--- src/rtl/excPkg.sv ---
package excPkg;
  typedef enum logic [1:0] {
    EXC_NONE = 2'd0,
    EXC_RESV = 2'd1,
    EXC_SLOT = 2'd2,
    EXC_BRK  = 2'd3
  } excKind_t;

  typedef enum logic [1:0] {
    PC_CUR    = 2'd0,
    PC_BRANCH = 2'd1,
    PC_NEXT   = 2'd2
  } pcSel_t;

  typedef struct packed {
    logic     take;
    excKind_t kind;
    pcSel_t   pcSel;
  } excStrobe_t;

  localparam int EVT_W = 12;
  localparam logic [EVT_W-1:0] EVT_RESV = 12'h180;
  localparam logic [EVT_W-1:0] EVT_SLOT = 12'h1A0;
  localparam logic [EVT_W-1:0] EVT_BRK  = 12'h1E0;
endpackage

--- src/rtl/excUndefDecode.sv ---
module excUndefDecode #(
  parameter int ILEN         = 16,
  parameter bit NARROW_UNDEF = 1'b0
) (
  input  logic [ILEN-1:0] opcode,
  output logic            isUndef
);
  localparam int NIB = 4;

  logic topAllOnes;
  assign topAllOnes = &opcode[ILEN-1 -: NIB];

  generate
    if (NARROW_UNDEF) begin : g_narrow
      assign isUndef = topAllOnes & (&opcode[NIB-1:0]);
    end else begin : g_wide
      assign isUndef = topAllOnes;
    end
  endgenerate
endmodule

--- src/rtl/excCtrl.sv ---
module excCtrl
  import excPkg::*;
#(
  parameter int MD_BIT = 30,
  parameter int XLEN   = 32
) (
  input  logic            clk,
  input  logic            rstN,
  input  logic            instValid,
  input  logic            isUndef,
  input  logic            instPriv,
  input  logic            instGbrMove,
  input  logic            instPcWrite,
  input  logic            instInSlot,
  input  logic            brkReq,
  input  logic            brkPre,
  input  logic [XLEN-1:0] srIn,
  output excStrobe_t      strobe
);
  logic userMode, privEff, privFault, slotFault, resvFault, preBrk, postBrk;

  assign userMode  = ~srIn[MD_BIT];
  assign privEff   = instPriv & ~instGbrMove;
  assign privFault = privEff & userMode;
  assign slotFault = instValid & instInSlot & (isUndef | instPcWrite | privFault);
  assign resvFault = instValid & ~instInSlot & (isUndef | privFault);
  assign preBrk    = instValid & brkReq & brkPre;
  assign postBrk   = instValid & brkReq & ~brkPre;

  always_comb begin
    strobe = '{take: 1'b0, kind: EXC_NONE, pcSel: PC_CUR};
    if (preBrk) begin
      strobe = '{take: 1'b1, kind: EXC_BRK, pcSel: PC_CUR};
    end else if (slotFault) begin
      strobe = '{take: 1'b1, kind: EXC_SLOT, pcSel: PC_BRANCH};
    end else if (resvFault) begin
      strobe = '{take: 1'b1, kind: EXC_RESV, pcSel: PC_CUR};
    end else if (postBrk) begin
      strobe = '{take: 1'b1, kind: EXC_BRK, pcSel: PC_NEXT};
    end
  end

  // an illegal-slot entry only ever comes from a slot instruction
  p_slot_only_in_slot_r2: assert property (@(posedge clk) disable iff (!rstN)
    (strobe.take && strobe.kind == EXC_SLOT) |-> (instInSlot && instValid));

  // a pre-execution break overrides every other cause
  p_pre_break_wins_r9: assert property (@(posedge clk) disable iff (!rstN)
    (instValid && brkReq && brkPre) |-> (strobe.kind == EXC_BRK && strobe.pcSel == PC_CUR));

  // nothing is taken without a valid instruction
  p_idle_no_take_r10: assert property (@(posedge clk) disable iff (!rstN)
    !instValid |-> !strobe.take);

  // a GBR move alone never produces a reserved entry
  p_gbr_unpriv_r4: assert property (@(posedge clk) disable iff (!rstN)
    (instValid && instGbrMove && !isUndef && !instPcWrite && !brkReq) |-> !strobe.take);
endmodule

--- src/rtl/excDatapath.sv ---
module excDatapath
  import excPkg::*;
#(
  parameter int XLEN       = 32,
  parameter int INST_BYTES = 2,
  parameter int MD_BIT     = 30,
  parameter int RB_BIT     = 29,
  parameter int BL_BIT     = 28,
  parameter logic [XLEN-1:0] VEC_OFFSET = 32'h100
) (
  input  logic             clk,
  input  logic             rstN,
  input  excStrobe_t       strobe,
  input  logic [XLEN-1:0]  curPc,
  input  logic [XLEN-1:0]  branchPc,
  input  logic [XLEN-1:0]  srIn,
  input  logic [XLEN-1:0]  vbrIn,
  output logic [XLEN-1:0]  spcOut,
  output logic [XLEN-1:0]  ssrOut,
  output logic [EVT_W-1:0] evtCode,
  output logic [XLEN-1:0]  srOut,
  output logic             redirect,
  output logic [XLEN-1:0]  redirectPc
);
  localparam logic [XLEN-1:0] SR_SET_MASK =
    (XLEN'(1) << MD_BIT) | (XLEN'(1) << RB_BIT) | (XLEN'(1) << BL_BIT);
  localparam logic [XLEN-1:0] PC_STEP = XLEN'(INST_BYTES);

  logic [XLEN-1:0]  savePc;
  logic [EVT_W-1:0] codeSel;

  always_comb begin
    unique case (strobe.pcSel)
      PC_BRANCH: savePc = branchPc;
      PC_NEXT:   savePc = curPc + PC_STEP;
      default:   savePc = curPc;
    endcase
  end

  always_comb begin
    unique case (strobe.kind)
      EXC_SLOT: codeSel = EVT_SLOT;
      EXC_BRK:  codeSel = EVT_BRK;
      default:  codeSel = EVT_RESV;
    endcase
  end

  always_ff @(posedge clk) begin
    if (!rstN) begin
      spcOut     <= '0;
      ssrOut     <= '0;
      evtCode    <= '0;
      srOut      <= '0;
      redirect   <= 1'b0;
      redirectPc <= '0;
    end else begin
      redirect <= strobe.take;
      if (strobe.take) begin
        spcOut     <= savePc;
        ssrOut     <= srIn;
        evtCode    <= codeSel;
        srOut      <= srIn | SR_SET_MASK;
        redirectPc <= vbrIn + VEC_OFFSET;
      end
    end
  end

  // the control bits are set and the rest of SR is carried over
  p_sr_bits_set_r7: assert property (@(posedge clk) disable iff (!rstN)
    redirect |-> (srOut[MD_BIT] && srOut[RB_BIT] && srOut[BL_BIT]));
  p_sr_rest_kept_r7: assert property (@(posedge clk) disable iff (!rstN)
    redirect |-> ((srOut & ~SR_SET_MASK) == ($past(srIn) & ~SR_SET_MASK)));

  // the saved SR is the SR seen at decode
  p_ssr_capture_r6: assert property (@(posedge clk) disable iff (!rstN)
    redirect |-> (ssrOut == $past(srIn)));

  // the handler target follows VBR
  p_target_r8: assert property (@(posedge clk) disable iff (!rstN)
    redirect |-> (redirectPc == $past(vbrIn) + VEC_OFFSET));

  // the saved state holds when no entry happens
  p_hold_r10: assert property (@(posedge clk) disable iff (!rstN)
    !strobe.take |=> ($stable(spcOut) && $stable(evtCode) && !redirect));

  // a reserved entry saves the faulting PC
  p_resv_pc_r1: assert property (@(posedge clk) disable iff (!rstN)
    (redirect && evtCode == EVT_RESV) |-> (spcOut == $past(curPc)));
endmodule

--- src/rtl/instExcEntry.sv ---
module instExcEntry
  import excPkg::*;
#(
  parameter int XLEN         = 32,
  parameter int ILEN         = 16,
  parameter bit NARROW_UNDEF = 1'b0,
  parameter int MD_BIT       = 30,
  parameter int RB_BIT       = 29,
  parameter int BL_BIT       = 28,
  parameter logic [XLEN-1:0] VEC_OFFSET = 32'h100
) (
  input  logic             clk,
  input  logic             rstN,
  input  logic             instValid,
  input  logic [ILEN-1:0]  instOpcode,
  input  logic             instPriv,
  input  logic             instGbrMove,
  input  logic             instPcWrite,
  input  logic             instInSlot,
  input  logic [XLEN-1:0]  curPc,
  input  logic [XLEN-1:0]  branchPc,
  input  logic [XLEN-1:0]  srIn,
  input  logic [XLEN-1:0]  vbrIn,
  input  logic             brkReq,
  input  logic             brkPre,
  output logic [XLEN-1:0]  spcOut,
  output logic [XLEN-1:0]  ssrOut,
  output logic [EVT_W-1:0] evtCode,
  output logic [XLEN-1:0]  srOut,
  output logic             redirect,
  output logic [XLEN-1:0]  redirectPc
);
  localparam int INST_BYTES = ILEN / 8;

  logic       isUndef;
  excStrobe_t strobe;

  excUndefDecode #(.ILEN(ILEN), .NARROW_UNDEF(NARROW_UNDEF)) uDecode (
    .opcode (instOpcode),
    .isUndef(isUndef)
  );

  excCtrl #(.MD_BIT(MD_BIT), .XLEN(XLEN)) uCtrl (
    .clk        (clk),
    .rstN       (rstN),
    .instValid  (instValid),
    .isUndef    (isUndef),
    .instPriv   (instPriv),
    .instGbrMove(instGbrMove),
    .instPcWrite(instPcWrite),
    .instInSlot (instInSlot),
    .brkReq     (brkReq),
    .brkPre     (brkPre),
    .srIn       (srIn),
    .strobe     (strobe)
  );

  excDatapath #(
    .XLEN(XLEN), .INST_BYTES(INST_BYTES), .MD_BIT(MD_BIT),
    .RB_BIT(RB_BIT), .BL_BIT(BL_BIT), .VEC_OFFSET(VEC_OFFSET)
  ) uDp (
    .clk       (clk),
    .rstN      (rstN),
    .strobe    (strobe),
    .curPc     (curPc),
    .branchPc  (branchPc),
    .srIn      (srIn),
    .vbrIn     (vbrIn),
    .spcOut    (spcOut),
    .ssrOut    (ssrOut),
    .evtCode   (evtCode),
    .srOut     (srOut),
    .redirect  (redirect),
    .redirectPc(redirectPc)
  );
endmodule

--- config.mk ---
export PLATFORM = sky130hd
export DESIGN_NAME = instExcEntry
export DESIGN_NICKNAME = d
export VERILOG_FILES = /design/src/rtl/excPkg.sv /design/src/rtl/excUndefDecode.sv /design/src/rtl/excCtrl.sv /design/src/rtl/excDatapath.sv /design/src/rtl/instExcEntry.sv
export SDC_FILE = /design/constraint.sdc
export NUM_CORES = 1
export LEC_CHECK = 0
export BUFFER_PORTS_ARGS = -buffer_cell sky130_fd_sc_hd__buf_4
export CAP_MARGIN = 20
export CORE_ASPECT_RATIO = 1.75
export CORE_MARGIN = 3
export CORE_UTILIZATION = 32
export DETAILED_ROUTE_END_ITERATION = 8
export HOLD_SLACK_MARGIN = 0.06
export PLACE_DENSITY = 0.72
export SETUP_SLACK_MARGIN = 0.5
export SLEW_MARGIN = 20
export SYNTH_ARGS = -nofsm -noshare
export SYNTH_HDL_FRONTEND = slang
export SYNTH_SLANG_ARGS = --single-unit
--- constraint.sdc ---
create_clock -name clk -period 2.2 [get_ports clk]
set_input_delay 0.22 -clock clk [delete_from_list [all_inputs] [get_ports clk]]
set_output_delay 0.22 -clock clk [all_outputs]
set_load 0.05 [all_outputs]
# ---- Yosys cells after proc, flatten, opt, wreduce, memory -nomap -nowiden
# Index checks and enable logic that the tools add are counted.
# W data, S select, Z words.
dict set report word_totals {
  regBits 141
  input_bits 153
  out_inout_bits 141
  word_cells 35
}
dict set report op_classes {
  addsub 2
  eq_ne 4
  mux 6
  bitwise_logic 16
  reduce_logical 1
}
# op n
set ops {}
lappend ops {{$pmux W32 S2} 1}
lappend ops {{$add A32 B2 Y32 const B} 1}
lappend ops {{$add A32 B9 Y32 const B} 1}
lappend ops {{$mux W5} 4}
lappend ops {{$pmux W7 S2} 1}
lappend ops {{$and A1 B1 Y1} 9}
lappend ops {{$eq A2 B2 Y1 const B} 3}
lappend ops {{$not A1 Y1} 4}
lappend ops {{$reduce_and A4 Y1} 1}
lappend ops {{$or A1 B1 Y1} 3}
lappend ops {{$eq A2 B1 Y1 const B} 1}

# ---- Depth between registers and ports, before layout
dict set report depth {
  ltp_word 10
  ltp_mapped 7
  ltp_nobuf 6
}

# ---- Modules after synthesis
# A second synthesis with hierarchy kept.
dict set report hier_totals {
  cells_unflattened 693
  area_unflattened_um2 5651.7
}
# module instances cells_each area_each_um2 seq_area_each_um2
set by_module_without_submodules {}
lappend by_module_without_submodules {excDatapath 1 677 5524.0 2001.9}
lappend by_module_without_submodules {excCtrl 1 15 118.9 0.0}
lappend by_module_without_submodules {excUndefDecode 1 1 8.8 0.0}

# ---- Worst setup path after synthesis
# No wires, ideal clock.
dict set report synth_path {
  path_type {input port to flip-flop}
  start {input port curPc[1]}
  end {register uDp.spcOut[27]}
  setup_ns 0.074
  arrival_ns 1.654
  slack_ns 0.472
  path_stages 6
  path_buffers 0
  path_cell_list {ha_1 -> nand4_1 -> nor4_4 -> nand2_2 -> or4_1 -> a31oi_1}
}
dict set report synth_via {
  elab_chain_cells 2
}
# element line_no
set synth_lines {}
lappend synth_lines {{start, declared} instExcEntry.sv:20} ;# input logic [XLEN-1:0] curPc,
lappend synth_lines {{$add A32 B2 Y32} excDatapath.sv:35} ;# PC_NEXT: savePc = curPc + PC_STEP;
lappend synth_lines {{$pmux W32 S2} excDatapath.sv:33} ;# unique case (strobe.pcSel)
lappend synth_lines {{end signal, assigned} excDatapath.sv:59} ;# spcOut <= savePc;
lappend synth_lines {{end, declared} excDatapath.sv:18} ;# output logic [XLEN-1:0] spcOut,
# Every way passes these cells.
# A chain may end at the register's enable or synchronous reset.

# ---- Worst setup path in the final report
dict set report layout_path {
  start {input port curPc[3]}
  end {register uDp.spcOut[24]}
}
# The elaborated chain is that of the path after synthesis.

==> impl_metrics.json <==
{
  "status": "finished, final reports clean",
  "htree_levels": 3,
  "wl_per_cell_um": 17.24,
  "wirelength_um": 18810,
  "synthTopCellsByArea": "dfxtp_1, nand2_1, a21boi_0, buf_4, o21ai_0",
  "clkTransAtPathRegs_ns": 0.08,
  "ys_ff_latch": 100,
  "hold-worst-slack_ns": 0.1237,
  "crit_required_ns": 2.48,
  "nNetsFinal": 1052,
  "yosys.cell_types.count": 50,
  "hold_class": "in2reg",
  "startpoint_type": "input port",
  "seq_area_frac_synth_pct": 38.01,
  "die_x_um": 103.0,
  "core_region_area_mm2": 0.01603,
  "grt_pass1_wl_um": 28060,
  "p_per_area_mw_per_mm2": 680.7,
  "initial_core_util_pct": 32.86,
  "yosysWarnings": 0,
  "hold_viol_final": 0,
  "cp_data_arrival_time_ns": 1.91,
  "synth.most_common_cell": "nand2_1",
  "clock_latency_ns": 0.34,
  "rsz0062_at_grt": "no",
  "setup_violations": 0,
  "first_pass_iters": 5,
  "drive_gt1_share_pct": 36.14,
  "io_pins": 294,
  "synth_flop_cell": "dfxtp_1",
  "end_kind": "register",
  "period_minus_slack_ns": 1.628,
  "syn_inst": 667,
  "overflow": 0,
  "critical_path_class": "in2reg",
  "power.leakage_nw": 3.368,
  "cts_root_buffer": "clkbuf_16",
  "yosysTopAreaCell": "dfxtp_1",
  "clock_skew_ns": 0,
  "synth_commonest_cells": "nand2_1, dfxtp_1, o21ai_0",
  "cts_hold_buf": 0,
  "async_reset_ff_share_pct": 0,
  "avgSynthCellArea_um2": 7.896,
  "synth_area_mm2": 0.005266,
  "clock_sinks": 100,
  "gp_congestion": 0.8254,
  "die_h_um": 175.7,
  "grt_pass1_vias": 5326,
  "fmax_mhz": 614.2,
  "numPortBuffers": 273,
  "cts_tree": "built",
  "area_delta_synth_final_pct": 44.29,
  "crit_fanout": 6,
  "dp_hpwl_um": 14420,
  "clockBufferDepth": 2,
  "num_vias": 5650,
  "ant_nets": 0,
  "grt_usage_pct": 19.71,
  "drtIter0Drc": 260,
  "vdd_drop_max_v": 0.0003034,
  "drv_slew": 0,
  "fin_setup_tns_ns": 0,
  "std_cell_rows": 61,
  "die-area_mm2": 0.01809,
  "finalCritPeriodShare_pct": 74.00,
  "vias_per_cell": 5.179,
  "synth_edf_count": 0,
  "cts_made_buffers": 9,
  "final_util_pct": 47.41,
  "drc": 0,
  "grt_antenna_before_repair": 0,
  "cap_violations": 0,
  "synth_top_cell_area_share_pct": 38.01,
  "grt_max_degree": 83,
  "n_antenna_cell": 0
}
-- placed cells by master (no fill, tap or decap), types with 8 or more instances in the layout --
cell type  instances
buf_4            292
dfxtp_1          100
a21boi_0          43
o21ai_0           61
nor2_1            21
a21oi_1           46
a31oi_1           29
or3_1              9
xnor2_1           10
conb_1             8
nand2_1          113
nand4_1           17
nand3_1           28
xor2_1            12
nor3_1            10
clkbuf_16          9
o211ai_1           8
-- metal layers --
metal / share of wire [%] / wire length [um] / vias to the layer above / global-route usage [%]
met3: 7.1 / 1339 / 29 / 4.650
met5: 0 / 0 / - / 0
li1: - / - / 2793 / -
met2: 53 / 9877 / 207 / 34.70
met4: 2.6 / 493 / 0 / 7.239
met1: 38 / 7098 / 2621 / 22.58
-- critical path, stage by stage --
cell and delay, ns:
buf_4 0.11, nand3_1 0.25, or4_1 0.66, or4_1 0.50, a31oi_1 0.17
-- kinds of logic after synthesis --
group | count (synthesis) | share of synthesized area [%]
XOR/XNOR | 22 | 3.659
flip-flops | 100 | 38.01
adder cells (fa/ha/maj) | 2 | 0.4751
other | 1 | 0.07121
AND/OR/NAND/NOR | 238 | 22.57
multiplexers | 3 | 0.6177
AO/OA/AOI/OAI | 212 | 25.28
buffers and inverters | 89 | 9.314
-- path summary, 6_finish.rpt --
check	startpoint	to	slack, ns	cells after the start
worst min register to register	uDp.redirectPc[6]	uDp.redirectPc[6]	0.46	2
worst max-delay path	curPc[3]	uDp.spcOut[24]	0.57	5
worst max register to register	uDp.spcOut[3]	uDp.spcOut[3]	1.49	2
worst min-delay path	srIn[3]	uDp.srOut[3]	0.12	3
-- state kept, by name (all words and copies together) (netlist names) --
signal          count
uDp.redirect        1
uDp.spcOut         32
uDp.srOut          30
uDp.evtCode         2
uDp.redirectPc     32
uDp.ssrOut          3
-- where the power goes --
group / leakage [nW] / switching, W / internal (W)
logic: 2.41 / 0.00105 / 0.000537
registers: 0.825 / 0.0000814 / 0.00194
clock network: 0.135 / 0.000754 / 0.000808
total: 3.37 / 0.00188 / 0.00329
-- area by class of cell --
| cell class | instances | area [um2] |
|---|---|---|
| fill | 1611 | 8429 |
| multi-input combinational | 485 | 2816 |
| timing repair buffer | 294 | 2232 |
| sequential | 100 | 2002 |
| clock buffer | 10 | 239.0 |
| tap | 189 | 236.5 |
| clock inverter | 6 | 46.29 |
| inverter | 7 | 26.28 |
-- timing repair --
item | 4_1_cts | 5_1_grt
endpoints found under the setup margin | 2 | 0
resized for setup | 1 | 0
hold endpoints to repair | 0 | 0
buffers inserted | 0 | 0
-- per-stage QoR --
stage               std cells  area [um2]  power (W)  worst slack [ns]
global route             1091        7599   0.005404            0.5095
CTS                      1091        7599   0.005232            0.5935
global placement         1075        7312   0.003641            0.1759
finish                   1091        7599   0.005172            0.5719
floorplan                 674        5294   0.003067            0.5486
detailed placement       1075        7312   0.003657            0.1291
(Power assumes the default switching activity.)
